===== config.mk =====
export PLATFORM = sky130hd
export DESIGN_NAME = store_mask_patcher
export DESIGN_NICKNAME = d
export VERILOG_FILES = /design/src/rtl/smp_pkg.sv /design/src/rtl/smp_owner_q.sv /design/src/rtl/smp_accum.sv /design/src/rtl/smp_patch_fifo.sv /design/src/rtl/store_mask_patcher.sv
export SDC_FILE = /design/constraint.sdc
export NUM_CORES = 1
export LEC_CHECK = 0
export BUFFER_PORTS_ARGS = -buffer_cell sky130_fd_sc_hd__buf_4
export CAP_MARGIN = 20
export CORE_ASPECT_RATIO = 0.8
export CORE_MARGIN = 3
export CORE_UTILIZATION = 25
export CTS_BUF_LIST = sky130_fd_sc_hd__clkbuf_4 sky130_fd_sc_hd__clkbuf_8 sky130_fd_sc_hd__clkbuf_16
export DETAILED_ROUTE_END_ITERATION = 12
export PLACE_DENSITY_LB_ADDON = 0.1
export SLEW_MARGIN = 15
export SYNTH_ARGS = -nofsm -noshare
export SYNTH_HDL_FRONTEND = slang
export SYNTH_SLANG_ARGS = --single-unit

===== constraint.sdc =====
create_clock -name clk -period 4.9 [get_ports clk]
set_input_delay 0.735 -clock clk [delete_from_list [all_inputs] [get_ports clk]]
set_output_delay 0.735 -clock clk [all_outputs]
set_load 0.01 [all_outputs]

===== src/rtl/smp_pkg.sv =====
package smp_pkg;
  localparam int CHUNKS  = 8;
  localparam int ADR_W   = $clog2(CHUNKS);
  localparam int MASK_W  = 16;
  localparam int FIELD_W = CHUNKS + MASK_W;

  typedef enum logic [1:0] {
    CK_NONE  = 2'd0,
    CK_STORE = 2'd1,
    CK_DMA   = 2'd2,
    CK_RESP  = 2'd3
  } cmd_kind_e;
endpackage


===== src/rtl/smp_owner_q.sv =====
module smp_owner_q #(
  parameter int IDX_W = 6,
  parameter int DEPTH = 4
) (
  input  logic             clk,
  input  logic             rst_n,
  input  logic             push_i,
  input  logic [1:0]       kind_i,
  input  logic [IDX_W-1:0] idx_i,
  input  logic             pop_i,
  output logic             empty_o,
  output logic             full_o,
  output logic [1:0]       head_kind_o,
  output logic [IDX_W-1:0] head_idx_o
);
  localparam int PW = (DEPTH > 1) ? $clog2(DEPTH) : 1;
  localparam int CW = $clog2(DEPTH + 1);

  logic [1:0]       kind_q [DEPTH];
  logic [IDX_W-1:0] idx_q  [DEPTH];
  logic [PW-1:0]    wp, rp;
  logic [CW-1:0]    cnt;
  logic             do_push, do_pop;

  function automatic logic [PW-1:0] bump(input logic [PW-1:0] p);
    return (p == PW'(DEPTH - 1)) ? '0 : PW'(p + 1'b1);
  endfunction

  assign empty_o = (cnt == '0);
  assign full_o  = (cnt == CW'(DEPTH));
  assign do_push = push_i && !full_o;
  assign do_pop  = pop_i && !empty_o;

  always_ff @(posedge clk) begin
    if (!rst_n) begin
      wp  <= '0;
      rp  <= '0;
      cnt <= '0;
    end else begin
      if (do_push) wp <= bump(wp);
      if (do_pop)  rp <= bump(rp);
      if (do_push && !do_pop)      cnt <= cnt + 1'b1;
      else if (do_pop && !do_push) cnt <= cnt - 1'b1;
    end
  end

  always_ff @(posedge clk) begin
    if (do_push) begin
      kind_q[wp] <= kind_i;
      idx_q[wp]  <= idx_i;
    end
  end

  assign head_kind_o = kind_q[rp];
  assign head_idx_o  = idx_q[rp];
endmodule


===== src/rtl/smp_accum.sv =====
module smp_accum
  import smp_pkg::*;
(
  input  logic               clk,
  input  logic               rst_n,
  input  logic               beat_v_i,
  input  logic               eow_i,
  input  logic [ADR_W-1:0]   adr_i,
  input  logic [MASK_W-1:0]  mask_i,
  output logic [FIELD_W-1:0] store_field_o,
  output logic [FIELD_W-1:0] dma_field_o
);
  logic [CHUNKS-1:0]  acc_map, beat_map, map_all;
  logic [MASK_W-1:0]  acc_mask, mask_all;
  logic [FIELD_W-1:0] acc_len, len_all;

  for (genvar c = 0; c < CHUNKS; c++) begin : g_chunk
    assign beat_map[c] = (adr_i == ADR_W'(c)) && (|mask_i);
  end

  assign map_all  = acc_map | beat_map;
  assign mask_all = acc_mask | mask_i;
  assign len_all  = acc_len + 1'b1;

  always_ff @(posedge clk) begin
    if (!rst_n) begin
      acc_map  <= '0;
      acc_mask <= '0;
      acc_len  <= '0;
    end else if (beat_v_i) begin
      if (eow_i) begin
        acc_map  <= '0;
        acc_mask <= '0;
        acc_len  <= '0;
      end else begin
        acc_map  <= map_all;
        acc_mask <= mask_all;
        acc_len  <= len_all;
      end
    end
  end

  assign store_field_o = {map_all, mask_all};
  assign dma_field_o   = len_all;
endmodule


===== src/rtl/smp_patch_fifo.sv =====
module smp_patch_fifo #(
  parameter int W     = 30,
  parameter int DEPTH = 4,
  localparam int CW   = $clog2(DEPTH + 1)
) (
  input  logic          clk,
  input  logic          rst_n,
  input  logic          push_i,
  input  logic [W-1:0]  din_i,
  input  logic          pop_i,
  output logic [W-1:0]  head_o,
  output logic [CW-1:0] cnt_o
);
  localparam int PW = (DEPTH > 1) ? $clog2(DEPTH) : 1;

  logic [W-1:0]  mem [DEPTH];
  logic [PW-1:0] wp, rp;
  logic          full, empty, do_pop, drop;

  function automatic logic [PW-1:0] bump(input logic [PW-1:0] p);
    return (p == PW'(DEPTH - 1)) ? '0 : PW'(p + 1'b1);
  endfunction

  assign full   = (cnt_o == CW'(DEPTH));
  assign empty  = (cnt_o == '0);
  assign do_pop = pop_i && !empty;
  assign drop   = push_i && !do_pop && full;

  always_ff @(posedge clk) begin
    if (!rst_n) begin
      wp    <= '0;
      rp    <= '0;
      cnt_o <= '0;
    end else begin
      if (push_i)         wp <= bump(wp);
      if (do_pop || drop) rp <= bump(rp);
      if (push_i && !do_pop && !full) cnt_o <= cnt_o + 1'b1;
      else if (do_pop && !push_i)     cnt_o <= cnt_o - 1'b1;
    end
  end

  always_ff @(posedge clk) begin
    if (push_i) mem[wp] <= din_i;
  end

  assign head_o = mem[rp];
endmodule


===== src/rtl/store_mask_patcher.sv =====
module store_mask_patcher
  import smp_pkg::*;
#(
  parameter int IDX_W     = 6,
  parameter int OWN_DEPTH = 4,
  parameter int PF_DEPTH  = 4
) (
  input  logic               clk,
  input  logic               rst_n,
  input  logic               cmd_valid,
  input  logic [1:0]         cmd_kind,
  input  logic [IDX_W-1:0]   cmd_idx,
  input  logic               dat_valid,
  input  logic               dat_eow,
  input  logic [ADR_W-1:0]   dat_adr,
  input  logic [MASK_W-1:0]  dat_mask,
  input  logic               port_free,
  output logic               patch_valid,
  output logic [IDX_W-1:0]   patch_idx,
  output logic [FIELD_W-1:0] patch_field
);
  localparam int PATCH_W = IDX_W + FIELD_W;
  localparam int PCW     = $clog2(PF_DEPTH + 1);

  logic             oq_empty, oq_full;
  logic [1:0]       oq_head_kind;
  logic [IDX_W-1:0] oq_head_idx;
  cmd_kind_e        head_kind;
  logic             phase_end, new_v, pf_push, pf_pop;
  logic [FIELD_W-1:0] store_field, dma_field, new_field;
  logic [PATCH_W-1:0] new_patch, pf_head, out_patch;
  logic [PCW-1:0]   pf_cnt;

  assign phase_end = dat_valid && dat_eow;
  assign head_kind = cmd_kind_e'(oq_head_kind);

  smp_owner_q #(.IDX_W(IDX_W), .DEPTH(OWN_DEPTH)) u_oq (
    .clk         (clk),
    .rst_n       (rst_n),
    .push_i      (cmd_valid && (cmd_kind_e'(cmd_kind) != CK_NONE)),
    .kind_i      (cmd_kind),
    .idx_i       (cmd_idx),
    .pop_i       (phase_end),
    .empty_o     (oq_empty),
    .full_o      (oq_full),
    .head_kind_o (oq_head_kind),
    .head_idx_o  (oq_head_idx)
  );

  smp_accum u_acc (
    .clk           (clk),
    .rst_n         (rst_n),
    .beat_v_i      (dat_valid),
    .eow_i         (dat_eow),
    .adr_i         (dat_adr),
    .mask_i        (dat_mask),
    .store_field_o (store_field),
    .dma_field_o   (dma_field)
  );

  assign new_v     = phase_end && !oq_empty &&
                     ((head_kind == CK_STORE) || (head_kind == CK_DMA));
  assign new_field = (head_kind == CK_STORE) ? store_field : dma_field;
  assign new_patch = {oq_head_idx, new_field};

  assign pf_pop  = (pf_cnt != '0) && port_free;
  assign pf_push = new_v && !((pf_cnt == '0) && port_free);

  smp_patch_fifo #(.W(PATCH_W), .DEPTH(PF_DEPTH)) u_pf (
    .clk    (clk),
    .rst_n  (rst_n),
    .push_i (pf_push),
    .din_i  (new_patch),
    .pop_i  (pf_pop),
    .head_o (pf_head),
    .cnt_o  (pf_cnt)
  );

  assign out_patch   = (pf_cnt != '0) ? pf_head : new_patch;
  assign patch_valid = (pf_cnt != '0) || new_v;
  assign patch_idx   = out_patch[PATCH_W-1:FIELD_W];
  assign patch_field = out_patch[FIELD_W-1:0];
endmodule


# == Word level (Yosys, flattened, before mapping) ==
# Memory sizes are Yosys's and may differ from the RTL's. A register that Yosys moved wholly into a read port is not among the register bits.
# Index checks and enable logic that the tools add are counted.
# word_totals
elab_cells,104
mem_bits_rw,152
output_inout_bits,31
n_memories,3
ff_bits,62
# mem_list
name,depth,word_bits,rd,rd_ports_with_merged_regs,write_ports,line,rtl
u_pf.mem,4,30,1,1,1,smp_patch_fifo.sv:16,logic [W-1:0] mem [DEPTH];
u_oq.idx_q,4,6,1,1,1,smp_owner_q.sv:20,logic [IDX_W-1:0] idx_q [DEPTH];
u_oq.kind_q,4,2,1,1,1,smp_owner_q.sv:19,logic [1:0] kind_q [DEPTH];
# classes
reduce_logical,43
add_sub_neg,9
n_mux,23
eq_ne,15
bitwise_logic,2
# ops
op,count
24-bit 2-to-1 mux,2
30-bit 2-to-1 mux,1
24-bit by 1-bit adder with 24-bit output (second input constant),1
1-bit logical AND,23
2-bit 2-to-1 mux,10
3-bit equality test (second input constant),6
16-bit 2-to-1 mux,1
16-bit bitwise OR,1
16-bit OR reduction,1
3-bit 2-to-1 mux,4
2-bit equality test (second input constant),5
1-bit zero test,9
3-bit zero test,3
2-bit by 1-bit adder with 2-bit output (second input constant),4
8-bit 2-to-1 mux,1
8-bit bitwise OR,1
3-bit by 1-bit adder with 3-bit output (second input constant),2
3-bit by 2-bit equality test with 1-bit output (second input constant),2
2-bit nonzero test,3
3-bit by 1-bit subtractor with 3-bit output (second input constant),2
1-bit 2-to-1 mux,4
3-bit by 1-bit equality test with 1-bit output (second input constant),1
1-bit logical OR,3
3-bit nonzero test,1
2-bit by 1-bit equality test with 1-bit output (second input constant),1

# == Depth between registers and ports, before layout ==
# logic_depth
depth_word,10
ltp_mapped,10
ltp_nobuf,9

# == By module ==
# A second synthesis with hierarchy kept.
# unflattened
cells_unflattened,706
area_unflattened_um2,10015.9
# by_module_without_submodules
module,n_inst,cells_per_inst,area_per_inst_um2
smp_patch_fifo,1,219,4857.2
smp_accum,1,325,2607.5
smp_owner_q,1,93,1635.3
store_mask_patcher,1,69,915.9

# == Least setup slack after synthesis ==
# Ideal clock, no wire load.
# synth_path
path_kind,register to register
startpoint,register with a tool-made name
endpoint,"memory u_pf.mem[3][0], enable pin"
t_arrival_ps,2704
period_less_slack_ps,3094
stages_incl_launch_ff,6
path_buffers,1
required_ps,4510
setup_ps,390
setup_slack_ps,1806
path_cell_list,dfxtp_1 buf_2 mux4_2 ha_1 a211oi_1 and2_1
# synth_lines
item,line
"end, declared",smp_patch_fifo.sv:16

==> run_summary.xml <==
<?xml version="1.0" encoding="UTF-8"?>
<metrics>
  <group name="run_status">
    <metric name="status" unit="">completed</metric>
  </group>
  <group name="pwr">
    <metric name="internal_power_summed_over_all_cells" unit="mW">3.84</metric>
    <metric name="peakVddDrop" unit="mV">0.216</metric>
    <metric name="power_switching_share" unit="">0.287</metric>
    <metric name="share_of_power_burned_in_registers" unit="">0.418</metric>
    <metric name="p_leak" unit="nW">3.84</metric>
    <metric name="power.combinational.fraction" unit="">0.245</metric>
    <metric name="power_density" unit="mW/mm^2">471</metric>
    <metric name="power_dissipated_by_switching_net_loads" unit="mW">1.55</metric>
    <metric name="clock_power_share" unit="">0.337</metric>
  </group>
  <group name="global_routing">
    <metric name="grt_pass1_wl" unit="um">38600</metric>
    <metric name="grt.total_usage" unit="">0.123</metric>
    <metric name="grt_start_max_net_pins" unit="">38</metric>
    <metric name="grt-ovfl-total" unit="">0</metric>
    <metric name="antenna_found_initial" unit="">0</metric>
    <metric name="via_count_of_the_first_global_routing_pass" unit="">6480</metric>
  </group>
  <group name="synth">
    <metric name="synth_nets" unit="">778</metric>
    <metric name="share_of_the_yosys_chip_area_belonging_to_registers" unit="">0.609</metric>
    <metric name="synthesis.yosys.warnings" unit="">0</metric>
    <metric name="synth-edff-count" unit="">152</metric>
    <metric name="netlist_instances" unit="">730</metric>
    <metric name="synth.ff_latch_count" unit="">218</metric>
    <metric name="synth.avg_cell_area" unit="um^2">13.2</metric>
    <metric name="synth.cell_area" unit="mm^2">0.00967</metric>
    <metric name="ys.flop_type" unit="">edfxtp_1</metric>
    <metric name="synthDistinctLibCells" unit="">66</metric>
    <metric name="synth_async_sr_flop_share" unit="">0</metric>
  </group>
  <group name="sta">
    <metric name="final-max-slew-violation-count" unit="">0</metric>
    <metric name="post-route-period-util" unit="">0.873</metric>
    <metric name="timing.hold.ws" unit="ps">423</metric>
    <metric name="timing_worst_slew_pin_value" unit="ps">1020</metric>
    <metric name="setup_ws" unit="ps">622</metric>
    <metric name="max_freq" unit="MHz">234</metric>
    <metric name="report.final.hold_viol_count" unit="">0</metric>
    <metric name="setup_viol_count_final" unit="">0</metric>
    <metric name="setup_total_negative_slack" unit="ps">0</metric>
    <metric name="fin_crit" unit="ps">4280</metric>
    <metric name="final.setup_skew" unit="ps">12.1</metric>
    <metric name="max_slew_margin" unit="">0.321</metric>
    <metric name="grt_setup_unrepaired" unit="">false</metric>
  </group>
  <group name="hold_path">
    <metric name="hold_path_class" unit="">in2reg</metric>
  </group>
  <group name="clocking">
    <metric name="cts_tree" unit="">built</metric>
    <metric name="worst_skew_pair.late_latency" unit="ps">520</metric>
    <metric name="post_cts_resize_count" unit="">0</metric>
    <metric name="htree_num_levels" unit="">1</metric>
    <metric name="setup_bufs_post_cts" unit="">0</metric>
    <metric name="cts.sink_count" unit="">218</metric>
    <metric name="clkSlewWorstSetupHoldPaths" unit="ps">50</metric>
    <metric name="cts.root.buffer_cell" unit="">clkbuf_16</metric>
    <metric name="cts_made_buffers" unit="">25</metric>
    <metric name="cts.hold.buffers_added" unit="">0</metric>
    <metric name="ctsLongestPathBuffers" unit="">3</metric>
  </group>
  <group name="final_layout">
    <metric name="antenna-diode-count" unit="">0</metric>
    <metric name="synthToLayoutAreaGrowth" unit="%">18.4</metric>
    <metric name="final_layout_size_suffix_gt1_frac" unit="">0.233</metric>
    <metric name="design.final.nets" unit="">837</metric>
  </group>
  <group name="routing">
    <metric name="drt_pass1_iterations" unit="">5</metric>
    <metric name="detailedRoute.firstIterationViolations" unit="">399</metric>
    <metric name="routed_via_density" unit="">4.74</metric>
    <metric name="post_drt_wl_per_cell" unit="um">19.6</metric>
    <metric name="drt_drc_violations_left" unit="">0</metric>
    <metric name="ant_nets" unit="">0</metric>
    <metric name="vias" unit="">6138</metric>
    <metric name="total_length_of_routed_wires" unit="um">25400</metric>
  </group>
  <group name="placement">
    <metric name="gp_congestion" unit="">0.752</metric>
    <metric name="post-place-ws" unit="ps">1060</metric>
    <metric name="dp_hpwl" unit="um">16600</metric>
    <metric name="number_of_port_buffers" unit="">63</metric>
  </group>
  <group name="floorplan">
    <metric name="die_boundary_width" unit="um">226</metric>
    <metric name="dieArea" unit="mm^2">0.0411</metric>
    <metric name="fp.coreArea" unit="mm^2">0.0376</metric>
    <metric name="io_pins" unit="">64</metric>
    <metric name="die_h" unit="um">182</metric>
    <metric name="start_util" unit="">0.257</metric>
    <metric name="fp-row-count" unit="">63</metric>
  </group>
  <group name="worst_setup_path">
    <metric name="crit_fanout" unit="">35</metric>
    <metric name="worstSetupPathType" unit="">reg2out</metric>
    <metric name="timing.critical_path.arrival" unit="ps">3540</metric>
    <metric name="worstSetupEndpointType" unit="">primary output</metric>
    <metric name="crit_path_start_kind" unit="">flip-flop</metric>
    <metric name="critPathRequiredTime" unit="ps">4160</metric>
  </group>
  <group name="job">
    <metric name="max_cap_viol_count" unit="">0</metric>
  </group>
</metrics>
-- routing by layer --
metal  track usage  wire (um)  up-vias
met4        0.0282        421        0
li1              -          -     2896
met5             0          0        -
met3        0.0221        880       35
met2         0.205      12100       93
met1         0.166      12000     3114
-- cells by family after synthesis --
logic type / after synthesis / synth area share
multiplexers: 65 / 0.119
buffers and inverters: 52 / 0.0256
flip-flops: 218 / 0.609
adder cells (fa/ha/maj): 15 / 0.0210
XOR/XNOR: 18 / 0.0163
AO/OA/AOI/OAI: 123 / 0.0828
AND/OR/NAND/NOR: 239 / 0.126
-- state kept, by name, indices dropped and copies added, names as in the netlist, named ones only --
name / flops
u_pf.cnt_o: 3
u_acc.acc_map: 8
u_oq.idx_q: 24
u_oq.rp: 2
u_oq.wp: 2
u_acc.acc_len: 24
u_pf.wp: 2
u_pf.rp: 2
u_oq.kind_q: 8
u_oq.cnt: 3
u_pf.mem: 120
u_acc.acc_mask: 16
-- worst paths after layout --
kind                              startpoint  depth (start not counted)                              end  slack [ps]
max                                flip-flop                         10                  patch_field[16]         620
max reg2reg                        flip-flop                          5         u_pf.mem[2][5]$_DFFE_PP_        1490
min reg2reg  u_acc.acc_mask[13]$_SDFFE_PN0P_                          2  u_acc.acc_mask[13]$_SDFFE_PN0P_         470
min                               cmd_idx[0]                          1       u_oq.idx_q[2][0]$_DFFE_PP_         420
-- final cells by class --
type / instances / area (um^2)
clock buffer: 33 / 692
tap: 487 / 609
inverter: 11 / 41.3
sequential: 218 / 5890
clock inverter: 12 / 108
timing repair buffer: 73 / 568
fill: 3716 / 26200
multi-input combinational: 460 / 3530
-- synthesized netlist by cell type, drive strengths merged (10+ instances only) --
master	instances	area share
mux2	18	0.021
nor2b	23	0.015
o21ai	23	0.012
nor2	67	0.026
edfxtp	152	0.47
nor4	11	0.0087
nand2	52	0.020
ha	13	0.017
dfxtp	66	0.14
clkbuf	27	0.012
xnor2	12	0.011
a21oi	55	0.029
nand3	10	0.0057
nor3	27	0.014
buf	14	0.0097
mux4	38	0.089
-- layout by cell type, fill, tap and decap left out, types with 6 or more instances in the layout --
cell type	count
edfxtp_1	152
buf_4	72
nor2_1	67
dfxtp_1	64
a21oi_1	53
nand2_1	51
mux4_2	38
nor3_1	26
clkbuf_16	25
o21ai_0	23
nor2b_1	23
mux2_2	17
ha_1	13
xnor2_1	12
nor4_1	10
inv_1	9
nand3_1	9
mux2i_1	9
clkinv_1	9
and2_1	9
or3_1	8
nand4_1	7
a21boi_0	7
nor3b_1	7
clkbuf_4	7
a31oi_1	6
xor2_1	6
-- critical path, stage by stage, from the launching register on --
cell and delay, ps:
dfxtp_1 670, mux4_2 580, inv_1 70, ha_1 190, buf_4 280, clkinv_1 90, buf_4 270, a311oi_1 330
a211oi_2 110, mux2_2 280, buf_4 140
-- per-stage QoR --
stage,std cells,area (um^2),power [mW],utilization
after floorplan,730,9670,3.05,-
after global placement,1248,10600,3.59,0.282
after detailed placement,1248,10600,3.62,0.282
after CTS,1293,11400,5.47,0.303
after global routing,1294,11400,5.69,0.304
final,1294,11400,5.39,0.304
-- power by group through the flow --
stage               clock network (mW)  logic [mW]  registers, mW
finish                            1.82        1.32           2.25
global route                      1.96        1.46           2.27
CTS                               1.88        1.33           2.26
detailed placement                   0        1.32           2.30
global placement                     0        1.30           2.29
floorplan                            0       0.827           2.23
No activity file was read; power rests on OpenSTA's default activity.
